[config.mk]
export PLATFORM = sky130hd
export DESIGN_NAME = dma_req_router
export DESIGN_NICKNAME = d
export VERILOG_FILES = /design/src/rtl/dmx_pkg.sv /design/src/rtl/dmx_sel_reg.sv /design/src/rtl/dmx_route.sv /design/src/rtl/dmx_sense.sv /design/src/rtl/dma_req_router.sv
export SDC_FILE = /design/constraint.sdc
export NUM_CORES = 1
export LEC_CHECK = 0
export BUFFER_PORTS_ARGS = -buffer_cell sky130_fd_sc_hd__buf_2
export CAP_MARGIN = 20
export CORE_ASPECT_RATIO = 1.1
export CORE_UTILIZATION = 30
export CTS_CLUSTER_SIZE = 40
export DETAILED_ROUTE_END_ITERATION = 8
export PLACE_DENSITY = 0.51
export SKIP_LAST_GASP = 1
export SLEW_MARGIN = 20
export SYNTH_ARGS = -nofsm -noshare
export SYNTH_HDL_FRONTEND = slang
export SYNTH_SLANG_ARGS = --single-unit
[constraint.sdc]
create_clock -name clk -period 2.7 [get_ports clk]
set_clock_uncertainty 0.15 [all_clocks]
set_input_delay 0.135 -clock clk [delete_from_list [all_inputs] [get_ports clk]]
set_output_delay 0.135 -clock clk [all_outputs]
set_load 0.005 [all_outputs]
[src/rtl/dmx_pkg.sv]
`timescale 1ns/1ps
package dmx_pkg;
  typedef enum logic { SENSE_LEVEL = 1'b0, SENSE_EDGE = 1'b1 } sense_e;
  typedef enum logic { REQ_SW = 1'b0, REQ_HW = 1'b1 } req_mode_e;
endpackage

[src/rtl/dmx_sel_reg.sv]
`timescale 1ns/1ps
module dmx_sel_reg #(
  parameter int NUM_SEL = 4,
  parameter int SEL_W   = 4
) (
  input  logic                       clk,
  input  logic                       rst,
  input  logic                       wr_en,
  input  logic [NUM_SEL*SEL_W-1:0]   wr_data,
  output logic [NUM_SEL*SEL_W-1:0]   sel_q
);
  localparam int REG_W = NUM_SEL * SEL_W;

  // Reset parks every pair on the all-ones "no peripheral" code.
  always_ff @(posedge clk) begin
    if (rst)        sel_q <= {REG_W{1'b1}};
    else if (wr_en) sel_q <= wr_data;
  end
endmodule

[src/rtl/dmx_route.sv]
`timescale 1ns/1ps
module dmx_route #(
  parameter int NUM_SEL    = 4,
  parameter int SEL_W      = 4,
  parameter int NUM_PERIPH = 15
) (
  input  logic                     clk,
  input  logic                     rst,
  input  logic [NUM_SEL*SEL_W-1:0] sel_flat,
  input  logic [NUM_PERIPH-1:0]    periph_req,
  input  logic [2*NUM_SEL-1:0]     ch_ack,
  output logic [NUM_SEL-1:0]       pair_raw,
  output logic [NUM_PERIPH-1:0]    periph_ack
);
  localparam logic [SEL_W:0] PER_LIM = (SEL_W+1)'(NUM_PERIPH);

  logic [SEL_W-1:0]      sel_a [NUM_SEL];
  logic [NUM_SEL-1:0]    valid;
  logic [NUM_SEL-1:0]    win;
  logic [NUM_PERIPH-1:0] ack_nxt;

  // Field decode and priority: a field loses if a lower field holds the same code.
  always_comb begin
    for (int k = 0; k < NUM_SEL; k++) begin
      sel_a[k] = sel_flat[k*SEL_W +: SEL_W];
      valid[k] = ({1'b0, sel_a[k]} < PER_LIM);
    end
    for (int k = 0; k < NUM_SEL; k++) begin
      win[k] = valid[k];
      for (int j = 0; j < k; j++) begin
        if (valid[j] && (sel_a[j] == sel_a[k])) win[k] = 1'b0;
      end
    end
  end

  // Request mux per pair.
  always_comb begin
    for (int k = 0; k < NUM_SEL; k++) begin
      pair_raw[k] = 1'b0;
      for (int p = 0; p < NUM_PERIPH; p++) begin
        if (win[k] && (sel_a[k] == SEL_W'(p))) pair_raw[k] = periph_req[p];
      end
    end
  end

  // Acknowledge steering: only the winning pair reaches a peripheral.
  always_comb begin
    for (int p = 0; p < NUM_PERIPH; p++) begin
      ack_nxt[p] = 1'b0;
      for (int k = 0; k < NUM_SEL; k++) begin
        if (win[k] && (sel_a[k] == SEL_W'(p)))
          ack_nxt[p] = ack_nxt[p] | ch_ack[2*k] | ch_ack[2*k+1];
      end
    end
  end

  always_ff @(posedge clk) begin
    if (rst) periph_ack <= '0;
    else     periph_ack <= ack_nxt;
  end
endmodule

[src/rtl/dmx_sense.sv]
`timescale 1ns/1ps
module dmx_sense
  import dmx_pkg::*;
(
  input  logic clk,
  input  logic rst,
  input  logic raw,
  input  logic hw_mode,
  input  logic edge_mode,
  input  logic ack,
  output logic req
);
  logic raw_d;
  logic rise;

  always_comb rise = raw & ~raw_d;

  always_ff @(posedge clk) begin
    if (rst) begin
      raw_d <= 1'b0;
      req   <= 1'b0;
    end else begin
      raw_d <= raw;
      if (req_mode_e'(hw_mode) != REQ_HW)
        req <= 1'b0;
      else if (sense_e'(edge_mode) == SENSE_EDGE)
        req <= rise | (req & ~ack);   // new edge beats a same-cycle clear
      else
        req <= raw;
    end
  end
endmodule

[src/rtl/dma_req_router.sv]
`timescale 1ns/1ps
module dma_req_router #(
  parameter int NUM_CH     = 8,
  parameter int SEL_W      = 4,
  parameter int NUM_PERIPH = 15
) (
  input  logic                          clk,
  input  logic                          rst,
  input  logic                          sel_wr_en,
  input  logic [(NUM_CH/2)*SEL_W-1:0]   sel_wr_data,
  input  logic [NUM_PERIPH-1:0]         periph_req,
  input  logic [NUM_CH-1:0]             ch_hw_mode,
  input  logic [NUM_CH-1:0]             ch_edge,
  input  logic [NUM_CH-1:0]             ch_ack,
  output logic [NUM_CH-1:0]             ch_req,
  output logic [NUM_PERIPH-1:0]         periph_ack,
  output logic [(NUM_CH/2)*SEL_W-1:0]   sel_rd
);
  localparam int NUM_SEL = NUM_CH / 2;

  logic [NUM_SEL-1:0] pair_raw;

  dmx_sel_reg #(.NUM_SEL(NUM_SEL), .SEL_W(SEL_W)) u_sel (
    .clk(clk), .rst(rst), .wr_en(sel_wr_en), .wr_data(sel_wr_data), .sel_q(sel_rd)
  );

  dmx_route #(.NUM_SEL(NUM_SEL), .SEL_W(SEL_W), .NUM_PERIPH(NUM_PERIPH)) u_route (
    .clk(clk), .rst(rst), .sel_flat(sel_rd), .periph_req(periph_req),
    .ch_ack(ch_ack), .pair_raw(pair_raw), .periph_ack(periph_ack)
  );

  for (genvar c = 0; c < NUM_CH; c++) begin : g_ch
    dmx_sense u_sense (
      .clk(clk), .rst(rst), .raw(pair_raw[c/2]), .hw_mode(ch_hw_mode[c]),
      .edge_mode(ch_edge[c]), .ack(ch_ack[c]), .req(ch_req[c])
    );
  end
endmodule

==> flow_summary.json <==
{
  "setup_viol": 0,
  "ys_seq_area_share_pct": 25.70,
  "final_cells": 649,
  "final_core_util_pct": 39.36,
  "gp_congestion": 0.9063,
  "n_antenna_cell": 0,
  "drt_wl_total_um": 11380,
  "cts_tree": "yes",
  "final_common_cell": "buf_2",
  "layout.nets": 559,
  "cts_setup_buffers": 0,
  "via_per_inst": 5.325,
  "grtUsageMet3_pct": 3.397,
  "drt_pass1_iterations": 5,
  "grtUsageMet1_pct": 25.19,
  "leakagePower_uw": 0.001778,
  "arrival_ns": 2.63,
  "netlist_area_sq_um": 3349,
  "grt_util_met2_pct": 34.18,
  "fill_cells": 1156,
  "initial_core_util_pct": 30.70,
  "synth_warnings": 0,
  "layout_common_cells": "buf_2 (96), nand2_1 (39), dfxtp_1 (34)",
  "grt_start_max_net_pins": 26,
  "cts_buffers": 5,
  "rows": 40,
  "synth.distinct_cells": 73,
  "synth_top_cell_by_area": "dfxtp_1",
  "placedCellCount": 613,
  "root_buffer": "clkbuf_16",
  "worst_pin_slew_ns": 0.6024,
  "grt_pass1_wl_um": 17820,
  "cts_sinks": 43,
  "hpwl_um": 8647,
  "yosysTopAreaCellShare_pct": 25.70,
  "postSynth.asyncResetShare_pct": 0,
  "crit_fanout": 7,
  "gr-usage-all-layers_pct": 20.01,
  "seq_area_sq_um": 872.1,
  "hp-class": "input pin to flop",
  "synth_seq_cells": 43,
  "synth.area.top_cells": "dfxtp_1 (26%), mux2i_1 (5.7%), nand2_1 (4.4%)",
  "area_growth_pct": 28.20,
  "clock_latency_ns": 0.29,
  "crit_required_ns": 2.79,
  "die_h_um": 112.8,
  "drt_iter0_drc": 153,
  "syn_nets": 452,
  "rsz0062_at_grt": "no",
  "grt_pass1_vias": 3384,
  "ios": 97,
  "cts.path.max_buffers": 2,
  "finalCriticalPeriod_ns": 2.546,
  "synthCells": 394,
  "antenna_found_initial": 0,
  "die_w_um": 102.7,
  "worstSetupPathType": "flop to flop",
  "busiest_layer": "met2",
  "overflow": 0,
  "multiInputGateArea_sq_um": 2171,
  "p_per_area_nw_per_um2": 445.6,
  "layout_setup_ws_ns": 0.1539,
  "final-hold-violation-count": 0,
  "pre_cts_slack_ns": 0.2706,
  "endpoint_kind": "flop",
  "status": "completed",
  "drive_gt1_share_pct": 31.67,
  "fmax_ghz": 0.3928,
  "min_period_over_period_pct": 94.30,
  "maxSlewViolCount": 0,
  "avgSynthCellArea_sq_um": 8.501,
  "fin_hold_ws_ns": 0.02975,
  "maxSlewHeadroom_pct": 59.42,
  "io_buffers": 96,
  "critPathLaunchType": "flop",
  "synth-edff-count": 0,
  "peakVddDrop_v": 0.0002533,
  "htreeDepth": 2,
  "drv_cap": 0,
  "coreArea_sq_um": 10910,
  "wl_per_cell_um": 17.53,
  "drcViolationCount": 0,
  "dieArea_sq_um": 11590,
  "dr_total_vias": 3456,
  "clk_transition_reported_paths_ns": 0.07,
  "finalSetupTns_ns": 0,
  "ant_nets": 0,
  "ys.flop_type": "dfxtp_1"
}
==> worst max-delay path, stage by stage (launching register included) <==
cell,delay [ns]
dfxtp_1,0.48
buf_4,0.22
nand3_1,0.08
a21oi_1,0.19
o22ai_2,0.14
or2_1,0.29
a211oi_1,0.23
o2bb2ai_1,0.13
dlygate4sd3_1,0.56
==> power breakdown <==
part           switching [uW]  internal, uW  total [uW]
Clock                     280           346         627
Combinational             287           265         551
Sequential               61.9           673         735
==> cells in the mapped netlist (5+ instances only) <==
master,count
o211ai_1,5
nand2b_1,11
nand3b_1,9
xnor2_1,15
clkbuf_1,8
mux2i_1,19
o21ai_0,15
inv_1,5
dfxtp_1,43
and2_1,6
a221oi_1,10
buf_6,7
a31oi_1,8
nor2b_1,13
nor2_1,31
buf_2,9
nor3_1,7
buf_4,14
a21oi_1,9
o32ai_1,5
nand3_1,14
o2bb2ai_1,6
o22ai_1,13
nand2_1,39
==> path summary, 6_finish.rpt <==
check,cells after the start,start,slack (ns),end
worst max-delay path,8,u_sel.sel_q[10],0.15,g_ch[7].u_sense.req
worst min-delay path,4,ch_ack[2],0.03,g_ch[2].u_sense.req
worst max register to register,8,u_sel.sel_q[10],0.15,g_ch[7].u_sense.req
worst min register to register,2,g_ch[2].u_sense.req,0.31,g_ch[2].u_sense.req
==> per-stage QoR <==
step	power [uW]	instance area, sq um
6_report	1913	4294
5_1_grt	2015	4294
4_1_cts	1921	4283
3_5_place_dp	1263	3854
3_3_place_gp	1261	3854
2_1_floorplan	1090	3349
==> layer usage <==
layer  wire length (um)  part of all wire [%]
met5                  0                     0
met3                577                   5.1
met2               5560                    49
met4                212                   1.9
met1               5025                    44
==> flip-flops by register name, indices dropped and copies added, names as in the netlist <==
register and flops:
g_ch.u_sense.req 8, u_route.periph_ack 15, u_sel.sel_q 16, g_ch.u_sense.raw_d 4
==> cell type report <==
class / instances / area share, %
Timing Repair Buffer: 142 / 20.86
Clock buffer: 5 / 2.914
Clock inverter: 3 / 0.5536
Multi-Input combinational cell: 303 / 50.55
Tap cell: 147 / 4.283
Inverter: 6 / 0.5245
Sequential cell: 43 / 20.31
==> timing repair <==
action,4_1_cts,5_1_grt
hold endpoints to repair,22,0
setup endpoints to repair,0,2
gates resized for setup,0,9
hold buffers,28,0
==> kinds of logic after synthesis <==
group	Yosys count	share of synthesized area (%)
and+or+nand+nor	148	23.42
DFF	43	25.70
xor gates and xnor gates	21	6.164
AOI/OAI and AO/OA	106	24.51
buffers and inverters	48	9.488
muxes	28	10.72
Power figures use the tool's default switching activity.
